===== src/rtl/spi_bank_regs.sv =====
module spi_bank_regs #(
  parameter int PTR_W = 13
) (
  input  logic             clk,
  input  logic             rst_n,
  input  logic             sclk,
  input  logic             cs_n,
  input  logic             mosi,
  output logic             miso,
  output logic [PTR_W-1:0] buf_addr,
  output logic [7:0]       buf_wdata,
  output logic             buf_we,
  output logic             buf_re,
  input  logic [7:0]       buf_rdata
);
  localparam int NBANK = 4;
  localparam int NPRIV = 27;
  localparam int NSH   = 5;
  localparam int HI_W  = PTR_W - 8;
  localparam logic [4:0] SH_LO = 5'(NPRIV);
  localparam logic [2:0] OP_RD  = 3'b000;
  localparam logic [2:0] OP_WR  = 3'b010;
  localparam logic [2:0] OP_SET = 3'b100;
  localparam logic [2:0] OP_CLR = 3'b101;
  localparam logic [2:0] OP_RST = 3'b111;
  localparam logic [7:0] HDR_BRD = 8'h3A;
  localparam logic [7:0] HDR_BWR = 8'h7A;

  logic [2:0] sclk_p, cs_p;
  logic [1:0] mosi_p;
  logic       cs_q, mosi_q, sclk_rise, sclk_fall, cs_rise, cs_fall;
  logic [2:0] bit_cnt;
  logic [1:0] byte_cnt;
  logic [6:0] rx_sr;
  logic [7:0] rx_byte, hdr, dat1, tx_sr, tx_hold, rd_lat, rd_val;
  logic       rd_slow, cap, byte_done;

  logic [7:0] priv [NBANK][NPRIV];
  logic [7:0] shr  [NSH];
  logic [1:0] bank_sel;

  function automatic logic slow_cls(input logic [1:0] b, input logic [4:0] a);
    return (b == 2'd2 && a < SH_LO) || (b == 2'd3 && (a < 5'd6 || a == 5'd10));
  endfunction

  assign cs_q      = cs_p[1];
  assign mosi_q    = mosi_p[1];
  assign sclk_rise = sclk_p[1] & ~sclk_p[2];
  assign sclk_fall = ~sclk_p[1] & sclk_p[2];
  assign cs_rise   = cs_p[1] & ~cs_p[2];
  assign cs_fall   = ~cs_p[1] & cs_p[2];
  assign rx_byte   = {rx_sr, mosi_q};
  assign byte_done = ~cs_q & ~cs_fall & sclk_rise & (bit_cnt == 3'd7);
  assign bank_sel  = shr[NSH-1][1:0];
  assign miso      = tx_sr[7];

  logic [4:0] ra;
  logic [2:0] rsi;
  always_comb begin
    ra  = rx_byte[4:0];
    rsi = 3'(ra - SH_LO);
    rd_val = (ra >= SH_LO) ? shr[rsi] : priv[bank_sel][ra];
  end

  always_ff @(posedge clk or negedge rst_n) begin
    if (!rst_n) begin
      sclk_p   <= '0;
      cs_p     <= '1;
      mosi_p   <= '0;
      bit_cnt  <= '0;
      byte_cnt <= '0;
      rx_sr    <= '0;
      hdr      <= '0;
      dat1     <= '0;
      tx_sr    <= '0;
      tx_hold  <= '0;
      rd_lat   <= '0;
      rd_slow  <= 1'b0;
      cap      <= 1'b0;
    end else begin
      sclk_p <= {sclk_p[1:0], sclk};
      cs_p   <= {cs_p[1:0], cs_n};
      mosi_p <= {mosi_p[0], mosi};
      cap    <= buf_re;
      if (cs_fall) begin
        bit_cnt  <= '0;
        byte_cnt <= '0;
        tx_sr    <= '0;
        tx_hold  <= '0;
      end else if (cs_rise) begin
        tx_sr <= '0;
      end else if (!cs_q) begin
        if (sclk_rise) begin
          rx_sr   <= {rx_sr[5:0], mosi_q};
          bit_cnt <= bit_cnt + 3'd1;
          if (bit_cnt == 3'd7) begin
            if (byte_cnt != 2'd3) byte_cnt <= byte_cnt + 2'd1;
            if (byte_cnt == 2'd0) begin
              hdr <= rx_byte;
              if (rx_byte[7:5] == OP_RD) begin
                rd_lat  <= rd_val;
                rd_slow <= slow_cls(bank_sel, ra);
                tx_hold <= slow_cls(bank_sel, ra) ? 8'h00 : rd_val;
              end else begin
                tx_hold <= 8'h00;
              end
            end else begin
              if (byte_cnt == 2'd1) dat1 <= rx_byte;
              tx_hold <= (byte_cnt == 2'd1 && hdr[7:5] == OP_RD && rd_slow) ? rd_lat : 8'h00;
            end
          end
        end else if (sclk_fall) begin
          tx_sr <= (bit_cnt == 3'd0) ? tx_hold : {tx_sr[6:0], 1'b0};
        end
      end
      if (cap) tx_hold <= buf_rdata;
    end
  end

  logic [4:0]       wa;
  logic [2:0]       wsi;
  logic [7:0]       cur, nv;
  logic             do_commit, do_src, wr_go, rd_go;
  logic [PTR_W-1:0] rptr, wptr, rnext, wnext;
  logic [7:0]       rhi_new, whi_new;

  always_comb begin
    wa  = hdr[4:0];
    wsi = 3'(wa - SH_LO);
    cur = (wa >= SH_LO) ? shr[wsi] : priv[bank_sel][wa];
    case (hdr[7:5])
      OP_WR:   nv = dat1;
      OP_SET:  nv = cur | dat1;
      default: nv = cur & ~dat1;
    endcase
    do_commit = cs_rise && bit_cnt == 3'd0 && byte_cnt == 2'd2 &&
                (hdr[7:5] == OP_WR ||
                 ((hdr[7:5] == OP_SET || hdr[7:5] == OP_CLR) && !slow_cls(bank_sel, wa)));
    do_src = cs_rise && bit_cnt == 3'd0 && byte_cnt == 2'd1 && hdr[7:5] == OP_RST;
    wr_go  = byte_done && byte_cnt != 2'd0 && hdr == HDR_BWR;
    rd_go  = byte_done && ((byte_cnt == 2'd0) ? (rx_byte == HDR_BRD) : (hdr == HDR_BRD));
    rptr   = {priv[0][1][HI_W-1:0], priv[0][0]};
    wptr   = {priv[0][3][HI_W-1:0], priv[0][2]};
    rnext  = (byte_cnt == 2'd0) ? rptr : rptr + PTR_W'(1);
    wnext  = wptr + PTR_W'(1);
    rhi_new = priv[0][1];
    rhi_new[HI_W-1:0] = rnext[PTR_W-1:8];
    whi_new = priv[0][3];
    whi_new[HI_W-1:0] = wnext[PTR_W-1:8];
  end

  always_ff @(posedge clk or negedge rst_n) begin
    if (!rst_n) begin
      for (int b = 0; b < NBANK; b++)
        for (int a = 0; a < NPRIV; a++)
          priv[b][a] <= '0;
      for (int s = 0; s < NSH; s++) shr[s] <= '0;
      buf_addr  <= '0;
      buf_wdata <= '0;
      buf_we    <= 1'b0;
      buf_re    <= 1'b0;
    end else begin
      buf_we <= 1'b0;
      buf_re <= 1'b0;
      if (do_commit) begin
        if (wa >= SH_LO) shr[wsi] <= nv;
        else priv[bank_sel][wa] <= nv;
      end else if (do_src) begin
        shr[NSH-1][1:0] <= 2'b00;
      end else if (wr_go) begin
        priv[0][2] <= wnext[7:0];
        priv[0][3] <= whi_new;
        buf_we     <= 1'b1;
        buf_addr   <= wptr;
        buf_wdata  <= rx_byte;
      end else if (rd_go) begin
        priv[0][0] <= rnext[7:0];
        priv[0][1] <= rhi_new;
        buf_re     <= 1'b1;
        buf_addr   <= rnext;
      end
    end
  end
endmodule



===== config.mk =====
export PLATFORM = sky130hd
export DESIGN_NAME = spi_bank_regs
export DESIGN_NICKNAME = d
export VERILOG_FILES = /design/src/rtl/spi_bank_regs.sv
export SDC_FILE = /design/constraint.sdc
export NUM_CORES = 2
export LEC_CHECK = 0
export BUFFER_PORTS_ARGS = -buffer_cell sky130_fd_sc_hd__buf_2
export CAP_MARGIN = 0
export CORE_UTILIZATION = 60
export CTS_CLUSTER_SIZE = 28
export DETAILED_ROUTE_END_ITERATION = 8
export HOLD_SLACK_MARGIN = 0.05
export PLACE_DENSITY = 0.74
export SLEW_MARGIN = 5
export SYNTH_ARGS = -nofsm -noshare
export SYNTH_HDL_FRONTEND = slang
export SYNTH_SLANG_ARGS = --single-unit

===== constraint.sdc =====
create_clock -name clk -period 8.55 [get_ports clk]
set_input_delay 1.2825 -clock clk [delete_from_list [all_inputs] [get_ports clk]]
set_output_delay 1.2825 -clock clk [all_outputs]
set_load 0.01 [all_outputs]

==> results.cfg <==
[power]
power.density_nw_per_um2 = 196.8
ir_worst_vdd_v = 0.0001604
p_seq_frac = 0.461
comb_power_share = 0.070
switchingPower_w = 0.002539
p_sw_frac = 0.2481
p_leak_nw = 22.02
clockPowerShare = 0.470
internal-power_w = 0.007694
power_w = 0.01023

[yosys]
synthesis.area_um2 = 47760
syn-instance-count = 4658
yosysUniqueCellTypes = 79
async_reset_ff_frac = 1.000
yosysWarnings = 0
synthesis.nets = 4686
ys.flop_type = dfrtp_1
syn_avg_cell_area_um2 = 10.25
ys_ff_latch = 989
synth_edf_count = 0
yosysSeqAreaShare = 0.5183

[critical_path]
cp_cell_sequence = buf_12 -> buf_4 -> mux4_2 -> mux2i_1 -> o211ai_1 -> nor4_1 -> o211ai_1 -> a21boi_4 -> buf_4 -> o21ai_0
regToRegSetupSlack_ns = 2.82
reg2regPathDepth = 10
r2r_start = bank_sel[1]
setup.worst_path.start = bank_sel[1]
cp_slowest_cell = a21boi_4
arrival_ns = 6.25
required_ns = 9.07
critPathCapture = priv[595]
path_class = reg -> reg
setup.worst_path.end_class = register
cp_max_fo = 84
critPathMaxStageDelay_ns = 0.68
setup.worst_path.start_class = register
r2r_end = priv[595]

[outcome]
violations = design-rule violations, max-capacitance violations, max-slew violations
status = finished with violations

[global_route]
grt_use_total = 0.4110
grt_max_degree = 178
antenna_found_initial = 11
grt_pass1_vias = 37520
globalRouteOverflowTotal = 0
grt_pass1_wl_um = 245700

[die]
design.core.area_um2 = 78870
die_h_um = 284.1
dieWidth_um = 284.1
rows = 103
ioPinCount = 37
initial_core_util = 0.6056
dieArea_um2 = 80730

[clocking]
cts_sinks = 989
cts.clk_slew.worst_paths_ns = 0.06
cts_setup_buffers = 0
cts_buffers = 102
cts_tree = yes
cts_buffer_depth = 3
ctsResizeCount = 0
root_buffer = clkbuf_16
hold_buffers = 0
cts.htree.levels = 3
worst_skew_pair.late_latency_ns = 0.69

[placement]
gp_congestion = 1.084
port_buffers = 36
placed_area_um2 = 48350
post-place-ws_ns = 3.214
hpwlAfterDp_um = 105400

[timing]
finalCritPeriodShare = 0.6700
rsz0062_at_grt = false
slew_violations = 8
setup_violations = 0
final.min_clock_period_ns = 5.729
hold_viol_final = 0
fin_skew_ns = 0.02764
setup_tns_ns = 0
maxSlewHeadroom = -0.01864
tightest_slew_ns = 1.522
fin_ws_ns = 2.821
whs_ns = 0.3527
fmax_ghz = 0.1746

[routing]
postRouteAntennaNets = 0
vias_per_cell = 6.925
drc_errors = 9
drt-total-wl_um = 163300
drtIter0Drc = 6043
vias = 38840
first_pass_iters = 9
post_drt_wl_per_cell_um = 29.12

[finish]
drive_above_1_share = 0.1423
design_area_um2 = 51990
fin_nets = 4495
area_delta_synth_final_pct = 8.852

[flow_run]
drv_cap = 1

[worst_hold_path]
hp-class = reg -> reg
==> state kept, by name, summed over array words and instances (netlist names) <==
signal,flops
bank_sel,2
bit_cnt,3
buf_addr,13
buf_re,1
buf_wdata,8
buf_we,1
byte_cnt,2
cap,1
cs_p,3
dat1,8
hdr,8
mosi_p,2
priv,864
rd_lat,8
rd_slow,1
rx_sr,7
sclk_p,3
shr,38
tx_hold,8
tx_sr,8
==> area by class of cell <==
class	instances	area (um2)
Clock buffer	151	3092
Fill cell	6068	26880
Sequential cell	989	24770
Inverter	18	67.56
Timing Repair Buffer	114	900.9
Clock inverter	40	535.5
Multi-Input combinational cell	3242	21300
Tap cell	1050	1314
Antenna cell	4	10.01
==> synth_stat cells, types with 5 or more instances <==
master       n  area [um2]
buf_4       25       187.7
a21o_1       5       37.54
or2_2        6       37.54
xnor2_1     13       113.9
a22o_1      21       183.9
or3_1        8       50.05
o22ai_1     19       118.9
mux4_2     254        5720
a32oi_1      6       52.55
nor2b_1     24       150.1
o21ai_0    859        4299
o211a_1      5       50.05
buf_1       24       90.09
a31oi_1     34       212.7
xor2_1      10       87.58
o221ai_1    10       87.58
a211oi_1    13       97.59
nor3_1      37       185.2
nor4_1       7       43.79
a222oi_1     9       90.09
and2_1      19       118.9
a221oi_1    20       175.2
clkbuf_1   290        1089
o31ai_1     14       105.1
a22oi_1     79       593.1
o211ai_1     6       45.04
dfrtp_1    986       24670
a21oi_1    141       705.7
a211o_1      5       43.79
ha_1        15       187.7
buf_6       11       123.9
and3_1      30       187.7
nand2b_1    17       106.4
mux2i_1     64       640.6
buf_2       58       290.3
mux2_2      56       630.6
a311oi_1     5       43.79
nor2_1     169       634.4
nand2_1   1070        4016
nor3b_1     10       75.07
inv_1       17       63.81
nand4_1     21       131.4
nand3_1     95       475.5
==> cells in the final DEF (no fill, tap or decap), types with 68 or more instances in the layout <==
master and n:
nand2_1 1069, dfrtp_1 980, o21ai_0 859, mux4_2 254, nor2_1 167, a21oi_1 137, clkbuf_16 106, nand3_1 95
a22oi_1 79, buf_4 68
==> power groups by stage <==
stage / logic, W / clock network (W) / registers, W
after floorplan: 0.000282 / 0 / 0.00479
after global placement: 0.000645 / 0 / 0.00480
after detailed placement: 0.000645 / 0 / 0.00480
after CTS: 0.000647 / 0.00481 / 0.00471
after global routing: 0.000709 / 0.00498 / 0.00471
final: 0.000715 / 0.00481 / 0.00471
==> metrics by stage <==
| stage | cells | util |
|---|---|---|
| 2_1_floorplan | 4658 | - |
| 3_3_place_gp | 5413 | 0.6130 |
| 3_5_place_dp | 5413 | 0.6130 |
| 4_1_cts | 5604 | 0.6590 |
| 5_1_grt | 5604 | 0.6590 |
| 6_report | 5608 | 0.6592 |
==> layer usage <==
| layer | track usage | wire (um) |
|---|---|---|
| met2 | 0.5735 | 68210 |
| met4 | 0.2353 | 11530 |
| met1 | 0.5497 | 60080 |
| met5 | 0.008333 | 249 |
| met3 | 0.1587 | 23250 |
==> critical path: cells and delay by family, from the launching register on <==
family | cells | cell delay (ns)
AO/OA/AOI/OAI | 4 | 1.61
buffers and inverters | 3 | 1.64
flip-flops | 1 | 0.62
multiplexers | 2 | 0.91
AND/OR/NAND/NOR | 1 | 0.60
==> worst min path at each step <==
| stage | from | to | cells past startpoint | slack, ns |
|---|---|---|---|---|
| CTS | sclk_p[0] | sclk_p[1] | 0 | 0.35 |
| detailed placement | mosi_p[0] | mosi_p[1] | 0 | 0.34 |
| global placement | sclk_p[0] | sclk_p[1] | 0 | 0.34 |
| finish | sclk_p[0] | sclk_p[1] | 0 | 0.35 |
| floorplan | mosi_p[0] | mosi_p[1] | 0 | 0.33 |
| global route | mosi_p[0] | mosi_p[1] | 0 | 0.37 |
==> cell families (layout without fill, tap and decap cells) <==
group                      after synthesis  in the layout  share of synthesized area
muxes                                  374            374                     0.1464
xor gates and xnor gates                23             23                   0.004218
AOI/OAI and AO/OA                     1291           1291                     0.1534
buffers and inverters                  427            323                    0.03880
adders and majority gates               15             15                   0.003930
other                                    0              4                          0
DFF                                    989            989                     0.5183
and+or+nand+nor                       1539           1539                     0.1350
No activity file was read; power rests on OpenSTA's default activity.
